[src/rtl/wdg_pkg.sv]
package wdg_pkg;

    localparam int DATA_W  = 32;
    localparam int ADDR_W  = 8;
    localparam int FIELD_W = 24;
    localparam int CNT_W   = 20;

    localparam logic [7:0] WR_KEY = 8'h5A;

    localparam logic [ADDR_W-1:0] OFS_CTRL  = 8'h1C;
    localparam logic [ADDR_W-1:0] OFS_STAT  = 8'h20;
    localparam logic [ADDR_W-1:0] OFS_COUNT = 8'h24;

    localparam int CFG_LSB        = 4;
    localparam int RUN_BIT        = 5;
    localparam int CAUSE_FULL_BIT = 5;
    localparam int CAUSE_HARD_BIT = 6;

    typedef enum logic [1:0] {
        CFG_OFF   = 2'b00,
        CFG_SPARE = 2'b01,
        CFG_FULL  = 2'b10,
        CFG_HARD  = 2'b11
    } cfg_e;

    typedef struct packed {
        logic              wr;
        logic [ADDR_W-1:0] addr;
        logic [DATA_W-1:0] data;
    } bus_req_t;

    function automatic logic key_ok(input logic [DATA_W-1:0] d);
        return d[DATA_W-1 -: 8] == WR_KEY;
    endfunction

    function automatic logic halt_pattern(input logic [FIELD_W-1:0] s);
        return s[0] & s[2] & s[4] & s[6] & s[8] & s[10];
    endfunction

endpackage

[src/rtl/wdg_regif.sv]
module wdg_regif
    import wdg_pkg::*;
(
    input  logic               clk,
    input  logic               rst,
    input  bus_req_t           req,
    input  logic               expire,
    input  logic [CNT_W-1:0]   cnt_val,
    output logic [FIELD_W-1:0] ctrl_q,
    output logic [FIELD_W-1:0] stat_q,
    output logic               load_en,
    output logic [CNT_W-1:0]   load_val,
    output logic [DATA_W-1:0]  rdata
);

    logic wr_ok;
    logic wr_ctrl;
    logic wr_stat;
    cfg_e cfg_now;

    assign wr_ok    = req.wr && key_ok(req.data);
    assign wr_ctrl  = wr_ok && (req.addr == OFS_CTRL);
    assign wr_stat  = wr_ok && (req.addr == OFS_STAT);
    assign load_en  = wr_ok && (req.addr == OFS_COUNT);
    assign load_val = req.data[CNT_W-1:0];
    assign cfg_now  = cfg_e'(ctrl_q[CFG_LSB +: 2]);

    always_ff @(posedge clk) begin
        if (rst) begin
            ctrl_q <= '0;
            stat_q <= '0;
        end else begin
            if (wr_ctrl) begin
                ctrl_q <= req.data[FIELD_W-1:0];
            end
            if (wr_stat) begin
                stat_q <= req.data[FIELD_W-1:0];
            end
            if (expire) begin
                ctrl_q[CFG_LSB +: 2] <= CFG_OFF;
                if (cfg_now == CFG_HARD) begin
                    stat_q[CAUSE_HARD_BIT] <= 1'b1;
                end else begin
                    stat_q[CAUSE_FULL_BIT] <= 1'b1;
                end
            end
        end
    end

    always_comb begin
        rdata = '0;
        case (req.addr)
            OFS_CTRL:  rdata[FIELD_W-1:0] = ctrl_q;
            OFS_STAT:  rdata[FIELD_W-1:0] = stat_q;
            OFS_COUNT: rdata[CNT_W-1:0]   = cnt_val;
            default:   rdata = '0;
        endcase
    end

    AST_KEYLESS_NO_CHANGE: assert property (@(posedge clk) disable iff (rst)
        (req.wr && !key_ok(req.data) && !expire) |=> ($stable(ctrl_q) && $stable(stat_q)));

    AST_EXPIRE_DISARMS: assert property (@(posedge clk) disable iff (rst)
        expire |=> !ctrl_q[RUN_BIT]);

    AST_FULL_CAUSE: assert property (@(posedge clk) disable iff (rst)
        (expire && cfg_now == CFG_FULL) |=> stat_q[CAUSE_FULL_BIT]);

    AST_HARD_CAUSE: assert property (@(posedge clk) disable iff (rst)
        (expire && cfg_now == CFG_HARD) |=> stat_q[CAUSE_HARD_BIT]);

endmodule

[src/rtl/wdg_counter.sv]
module wdg_counter
    import wdg_pkg::*;
#(
    parameter int W = CNT_W
) (
    input  logic         clk,
    input  logic         rst,
    input  logic         running,
    input  logic         tick_en,
    input  logic         load_en,
    input  logic [W-1:0] load_val,
    output logic [W-1:0] cnt_q,
    output logic         expire
);

    logic at_zero;

    assign at_zero = (cnt_q == '0);
    assign expire  = running && at_zero;

    always_ff @(posedge clk) begin
        if (rst) begin
            cnt_q <= '0;
        end else if (load_en) begin
            cnt_q <= load_val;
        end else if (running && tick_en && !at_zero) begin
            cnt_q <= cnt_q - 1'b1;
        end
    end

    AST_COUNT_STEP: assert property (@(posedge clk) disable iff (rst)
        (running && tick_en && !at_zero && !load_en) |=> (cnt_q == $past(cnt_q) - 1'b1));

    AST_COUNT_HOLD: assert property (@(posedge clk) disable iff (rst)
        (!running && !load_en) |=> $stable(cnt_q));

endmodule

[src/rtl/wdg_pulse.sv]
module wdg_pulse #(
    parameter int PULSE_LEN = 4
) (
    input  logic clk,
    input  logic rst,
    input  logic fire,
    output logic pulse_o
);

    localparam int PW = $clog2(PULSE_LEN + 1);

    logic [PW-1:0] left_q;

    always_ff @(posedge clk) begin
        if (rst) begin
            left_q <= '0;
        end else if (fire) begin
            left_q <= PW'(PULSE_LEN);
        end else if (left_q != '0) begin
            left_q <= left_q - 1'b1;
        end
    end

    assign pulse_o = (left_q != '0);

    AST_PULSE_ON_EXPIRE: assert property (@(posedge clk) disable iff (rst)
        fire |=> pulse_o);

    AST_PULSE_IDLE_AFTER_RESET: assert property (@(posedge clk) disable iff (rst)
        (!pulse_o && !fire) |=> !pulse_o);

endmodule

[src/rtl/wdg_reset_ctrl.sv]
module wdg_reset_ctrl
    import wdg_pkg::*;
#(
    parameter int PULSE_LEN = 4
) (
    input  logic        clk,
    input  logic        por_rst,
    input  logic        tick_en,
    input  logic        bus_wr,
    input  logic [7:0]  bus_addr,
    input  logic [31:0] bus_wdata,
    output logic [31:0] bus_rdata,
    output logic        chip_rst_o,
    output logic        halt_o
);

    bus_req_t           req;
    logic [FIELD_W-1:0] ctrl_q;
    logic [FIELD_W-1:0] stat_q;
    logic               load_en;
    logic [CNT_W-1:0]   load_val;
    logic [CNT_W-1:0]   cnt_q;
    logic               expire;

    assign req = '{wr: bus_wr, addr: bus_addr, data: bus_wdata};

    wdg_regif u_regif (
        .clk      (clk),
        .rst      (por_rst),
        .req      (req),
        .expire   (expire),
        .cnt_val  (cnt_q),
        .ctrl_q   (ctrl_q),
        .stat_q   (stat_q),
        .load_en  (load_en),
        .load_val (load_val),
        .rdata    (bus_rdata)
    );

    wdg_counter #(.W(CNT_W)) u_counter (
        .clk      (clk),
        .rst      (por_rst),
        .running  (ctrl_q[RUN_BIT]),
        .tick_en  (tick_en),
        .load_en  (load_en),
        .load_val (load_val),
        .cnt_q    (cnt_q),
        .expire   (expire)
    );

    wdg_pulse #(.PULSE_LEN(PULSE_LEN)) u_pulse (
        .clk     (clk),
        .rst     (por_rst),
        .fire    (expire),
        .pulse_o (chip_rst_o)
    );

    assign halt_o = halt_pattern(stat_q);

endmodule

[config.mk]
export PLATFORM = sky130hd
export DESIGN_NAME = wdg_reset_ctrl
export DESIGN_NICKNAME = d
export VERILOG_FILES = /design/src/rtl/wdg_pkg.sv /design/src/rtl/wdg_regif.sv /design/src/rtl/wdg_counter.sv /design/src/rtl/wdg_pulse.sv /design/src/rtl/wdg_reset_ctrl.sv
export SDC_FILE = /design/constraint.sdc
export NUM_CORES = 1
export LEC_CHECK = 0
export BUFFER_PORTS_ARGS = -buffer_cell sky130_fd_sc_hd__buf_2
export CORE_MARGIN = 1
export CORE_UTILIZATION = 45
export DETAILED_ROUTE_END_ITERATION = 12
export PLACE_DENSITY = 0.78
export SYNTH_ARGS = -nofsm -noshare
export SYNTH_HDL_FRONTEND = slang
export SYNTH_SLANG_ARGS = --single-unit
[constraint.sdc]
create_clock -name clk -period 5.9 [get_ports clk]
set_input_delay 0.295 -clock clk [delete_from_list [all_inputs] [get_ports clk]]
set_output_delay 0.295 -clock clk [all_outputs]
set_load 0.05 [all_outputs]
==> run summary, run 1 <==
Worst path bufs/invs: 2
Post-DRT Antenna Nets: 0
Grt ovf: 0
R2R depth: 7
Worst slew pin tran: 1.20 ns
Core area: 7410 um^2
Worst rel slew slack: 19.8%
Finish-stage setup viols: 0
Hold Fails Final Rpt: 0
Pwr Density: 237 nW/um^2
Most frequent cells in the layout: nand2_1 (136), dfxtp_1 (71), buf_2 (69)
Cells after Synth: 463
Post-CTS setup buffers: 0
R2r startpoint: u_counter.cnt_q[0]$_SDFFE_PP0P_
Dominant cells by area after synthesis: dfxtp_1 (40%), nand2_1 (14%), a21oi_1 (7.1%), a22oi_1 (3.6%), a211oi_1 (3.2%)
YS warnings: 0
EDFF count, synth: 0
Critical path required time: 6.05 ns
Chip width: 90.5 um
Worst path max stage delay: 0.74 ns
Status: finished clean
Nets@finish: 564
DR iter-0 viols: 247
Setup TNS: 0 ns
1st-pass router iterations: 5
Slowest-stage cell, CP: nand2_1
DRC viols: 0
Starting Density: 47.6%
Post-synth top flop: dfxtp_1
Via density per instance: 5.41
Ant. Diodes: 0
CP delay by family, top: simple AND/OR/NAND/NOR gates
Fmax: 388 MHz
Seq cells post-synth: 71
Worst Hold Class: in -> reg
Max Cap Viol: 0
WHS Path Cells: 3
Cells after DPL: 603
CTS buffer count: 9
Largest net degree at the start of global routing: 69
Setup CP Type: in -> reg
Clock Tree Root: clkbuf_8
Global-route wire length before repair: 14.5 mm
Area Overhead vs Synth: 15.2%
Detailed Route WL: 8.73 mm
Slew Limit Fails: 0
RSZ-0062 raised after global routing: false
Final Skew: 0.00558 ns
Leakage: 1.60 nW
Die Ht: 90.5 um
GRT Overall Usage: 21.9%
Gp weighted congestion: 0.771
Clk_lat worst skew: 0.34 ns
CTS clk-pin slew, worst paths: 0.07 ns
Minimum clock period: 2.58 ns
Crit Path Max Fanout: 39
Critical path arrival: 2.73 ns
DP HPWL: 5.77 mm
WL/cell: 14.2 um
VDD IR max: 0.106 mV
CP Launch Point: bus_addr[1]
H-tree depth: 3
Total clock sinks: 71
CP Capture Type: flop
Clock Path Buffers: 2
Row cnt: 31
Initial antenna violation count: 0
Critical-path cell list: buf_2 -> or4_1 -> nor3_2 -> buf_4 -> nand2_1 -> nor2_1 -> a311oi_1
Syn avg cell area: 7.61 um^2
PortBufs: 69
Hold_sp: bus_wdata[23]
Final period utilization: 43.7%
Synthesized cell area: 3520 um^2
Critical Path Start Type: primary input
Sequential area share after synthesis: 40.3%
Layout Cells excl Fill: 617
CTS Hold Bufs: 0
Commonest non-fill, non-tap cell in the layout: nand2_1
Post-CTS Resized: 0
Number of global-route vias before repair: 3020
DR vias: 3337
Distinct cells, synth: 51
Asr flop ratio synth: 0%
Area leader, netlist: dfxtp_1
Die area: 8190 um^2
CTS tree: done
Synth top area share: 40.3%
Critical path depth in cells: 7
# IOs: 78
Share of layout cells above drive strength 1: 18.7%
[synthesized netlist by cell type (all sizes together), types with 7 or more instances]
| cell type | number |
|---|---|
| nor4 | 8 |
| nand3 | 8 |
| clkbuf | 26 |
| dfxtp | 71 |
| nor2 | 29 |
| a22oi | 17 |
| xnor2 | 8 |
| a21oi | 50 |
| buf | 13 |
| inv | 12 |
| nand2 | 136 |
| xor2 | 7 |
| a211oi | 16 |
[power breakdown]
| part | switching [W] | internal (W) | total [W] |
|---|---|---|---|
| sequential | 0.00000328 | 0.000485 | 0.000488 |
| combinational | 0.0000707 | 0.0000327 | 0.000103 |
| clock | 0.000167 | 0.000203 | 0.000370 |
[layout make-up]
type	count	area [um^2]
well taps	99	124
fillers	695	3350
clock inverters	1	30.0
clock buffers	13	149
flip-flops and latches	71	1420
repair buffers	73	375
inverters	12	45.0
multi-input cells	348	1910
[per-layer routing]
layer / GRT usage, % / routed length [um]
met4: 5.51 / 66
met3: 6.14 / 622
met2: 35.0 / 4160
met5: 0 / 0
met1: 28.9 / 3880
[state kept, by name, summed over array words and instances (netlist names)]
name and count:
u_regif.ctrl_q 24, u_regif.stat_q 24, u_counter.cnt_q 20, u_pulse.left_q 3
[final timing paths]
kind,endpoint,slack (ns)
min reg2reg,u_regif.ctrl_q[1]$_SDFFE_PP0P_,0.45
max reg2reg,u_counter.cnt_q[8]$_SDFFE_PP0P_,3.46
min,u_regif.stat_q[23]$_SDFFE_PP0P_,0.21
max,u_counter.cnt_q[8]$_SDFFE_PP0P_,3.32
[logic make-up (layout without fill, tap and decap cells)]
family                   Yosys count  count (layout)  synth area share (%)
adder cells (fa/ha/maj)            5               5                  1.78
multiplexers                       1               1                 0.284
AND/OR/NAND/NOR                  212             212                  27.4
AO/OA/AOI/OAI                    107             107                  19.7
other                              1               8                 0.106
flip-flops                        71              71                  40.3
XOR/XNOR                          15              15                  3.73
buffers and inverters             51              99                  6.64
[per-stage QoR]
| step | total power [W] | util [%] | setup WS [ns] | cell area, um^2 | hold WS (ns) |
|---|---|---|---|---|---|
| floorplan | 0.000571 | - | 3.47 | 3550 | 0.431 |
| detailed placement | 0.000603 | 52.4 | 2.97 | 3880 | 0.447 |
| global placement | 0.000596 | 52.4 | 3.07 | 3880 | 0.438 |
| global route | 0.00100 | 54.8 | 3.09 | 4060 | 0.198 |
| CTS | 0.000968 | 54.8 | 3.29 | 4060 | 0.200 |
| finish | 0.000962 | 54.8 | 3.32 | 4060 | 0.210 |
[worst reg2reg max path: stages (launching register included)]
cell and delay [ns]:
dfxtp_1 0.35, inv_1 0.10, ha_1 0.16, nor4b_1 0.57
nand3_1 0.42, o211ai_2 0.35, o21ai_0 0.12, a311oi_1 0.29
(Power assumes the default switching activity.)
==> run 2: changes to the inputs <==
--- a/config.mk
+++ b/config.mk
@@ -9,7 +9,7 @@
 export CORE_MARGIN = 1
 export CORE_UTILIZATION = 45
 export DETAILED_ROUTE_END_ITERATION = 12
-export PLACE_DENSITY = 0.78
+export PLACE_DENSITY = 0.81
 export SYNTH_ARGS = -nofsm -noshare
 export SYNTH_HDL_FRONTEND = slang
 export SYNTH_SLANG_ARGS = --single-unit
==> constraint.sdc (replaced) <==
create_clock -name clk -period 2.21 [get_ports clk]
set_input_delay 0.1105 -clock clk [delete_from_list [all_inputs] [get_ports clk]]
set_output_delay 0.1105 -clock clk [all_outputs]
set_load 0.05 [all_outputs]
==> run 2 against run 1 <==
Die area is the same. Worst hold slack lost 0.20 ns. Non-clock buffer count grew 24. Cell area grew 6.7%. Sequential power grew to 2.7 times the previous value. Routed wire length grew 7.7%. Combinational power grew to 2.7 times the previous value.
==> run summary, run 2 (synthesis gave the netlist of run 1 again) <==
Core area: 7410 um^2 (unchanged)
Crit Path Max Fanout: 8 (-79%)
Grt ovf: 0 (unchanged)
Critical path arrival: 2.39 ns (-0.34 ns)
Die area: 8190 um^2 (unchanged)
1st-pass router iterations: 5 (unchanged)
Status: finished clean
Minimum clock period: 2.12 ns
DP HPWL: 6.36 mm (+10%)
Post-DRT Antenna Nets: 0 (unchanged)
Worst rel slew slack: 52.2% (+32 points)
CTS tree: done
Critical Path Start Type: flop
Die Ht: 90.5 um (unchanged)
WL/cell: 14.6 um (+3.3%)
Finish-stage setup viols: 0 (unchanged)
CTS clk-pin slew, worst paths: 0.08 ns (about the same)
Ant. Diodes: 0 (unchanged)
Hold Fails Final Rpt: 0 (unchanged)
Nets@finish: 588 (+4.3%)
Largest net degree at the start of global routing: 40 (-42%)
RSZ-0062 raised after global routing: false
PortBufs: 69 (unchanged)
Final period utilization: 95.8%
Number of global-route vias before repair: 3266 (+8.1%)
CP Capture Type: flop
Area Overhead vs Synth: 22.9%
Layout Cells excl Fill: 643 (+4.2%)
Largest registers: u_regif.ctrl_q (24), u_regif.stat_q (24), u_counter.cnt_q (20)
GRT Overall Usage: 23.4% (+1.5 points)
Share of layout cells above drive strength 1: 23.0% (+4.3 points)
Clk_lat worst skew: 0.36 ns (+0.02 ns)
Critical path required time: 2.48 ns (-3.57 ns)
Power Total: 0.00262 W (+170%)
Global-route wire length before repair: 15.4 mm (+6.4%)
Commonest non-fill, non-tap cell in the layout: nand2_1
Final Skew: 0.0106 ns (+0.00501 ns)
Chip width: 90.5 um (unchanged)
Clock Path Buffers: 2 (unchanged)
Starting Density: 47.6% (unchanged)
Clock Tree Root: clkbuf_8
DR iter-0 viols: 276 (+12%)
Worst Hold Class: in -> reg
# fillers: 674 (-3.0%)
DRC viols: 0 (unchanged)
Via density per instance: 5.46 (+0.87%)
Cells after DPL: 622 (+3.2%)
Setup CP Type: reg -> reg
# IOs: 78 (unchanged)
H-tree depth: 3 (unchanged)
Worst slew pin tran: 0.717 ns (-0.483 ns)
Fmax: 472 MHz
DR vias: 3508 (+5.1%)
CTS buffer count: 9 (unchanged)
Most frequent cells in the layout: nand2_1 (136), dfxtp_1 (70), buf_2 (69)
Core Util, Final: 58.4% (+3.7 points)
Detailed Route WL: 9.40 mm (+7.7%)
Max Cap Viol: 0 (unchanged)
Initial antenna violation count: 0 (unchanged)
Gp weighted congestion: 0.858 (+11%)
Leakage: 1.74 nW (+8.3%)
VDD IR max: 0.354 mV (+230%)
Worst Hold Slack: 0.0143 ns (-0.196 ns)
Area of placed instances: 4050 um^2 (+4.3%)
Total clock sinks: 71 (unchanged)
Slew Limit Fails: 0 (unchanged)
Row cnt: 31 (unchanged)
Pwr Density: 606 nW/um^2 (+160%)
Final Cell Area: 4330 um^2 (+6.7%)
[run 2: area by class of cell]
class                      instances  area (um^2)  area share [%]
clock buffer                      10          138            3.18
clock inverter                     6         60.1            1.39
inverter                          12         45.0            1.04
multi-input combinational        348         1950            45.0
sequential                        71         1420            32.9
tap                               99          124            2.86
timing repair buffer              97          593            13.7
[run 2: worst paths after layout]
kind / startpoint / slack [ns] / cells past startpoint / endpoint
worst max register to register: u_counter.cnt_q[8]$_SDFFE_PP0P_ / 0.09 / 5 / u_counter.cnt_q[16]$_SDFFE_PP0P_
worst min-delay path: bus_wdata[6] / 0.01 / 3 / u_regif.ctrl_q[6]$_SDFFE_PP0P_
worst max-delay path: u_counter.cnt_q[8]$_SDFFE_PP0P_ / 0.09 / 5 / u_counter.cnt_q[16]$_SDFFE_PP0P_
worst min register to register: u_regif.stat_q[1]$_SDFFE_PP0P_ / 0.46 / 2 / u_regif.stat_q[1]$_SDFFE_PP0P_
[run 2: layer usage]
layer	wire (um)	up-vias	GRT usage, %	share of wire, %
li1	-	1730	-	-
met1	4110	1638	29.6	44
met2	4510	127	38.1	48
met3	617	13	4.63	6.6
met4	166	0	10.9	1.8
met5	0	-	0	0
[run 2: critical path: stages, from the launching register on]
cell      delay (ns)
dfxtp_1         0.37
or4_4           0.56
or3_4           0.44
nor4_2          0.33
xnor2_1         0.11
a211oi_1        0.23
[run 2: metrics by stage]
step | setup slack (ns) | setup TNS, ns
2_1_floorplan | 0.144 | 0
3_3_place_gp | 0.0964 | 0
3_5_place_dp | -0.0197 | -0.0286
4_1_cts | 0.0863 | 0
5_1_grt | 0.00113 | 0
6_report | 0.0930 | 0
[run 2: timing repair]
item,4_1_cts,5_1_grt
hold buffers,5,0
hold endpoints to repair,7,0
pin swaps,0,1
resized for setup,1,6
setup endpoints to repair,4,3
buffers inserted,0,0
[run 2: where the power goes]
| part | leakage [nW] | switching, W | internal (W) |
|---|---|---|---|
| combinational | 1.07 | 0.000185 | 0.0000946 |
| clock | 0.0981 | 0.000497 | 0.000545 |
| sequential | 0.572 | 0.00000804 | 0.00129 |
| total | 1.74 | 0.000690 | 0.00193 |
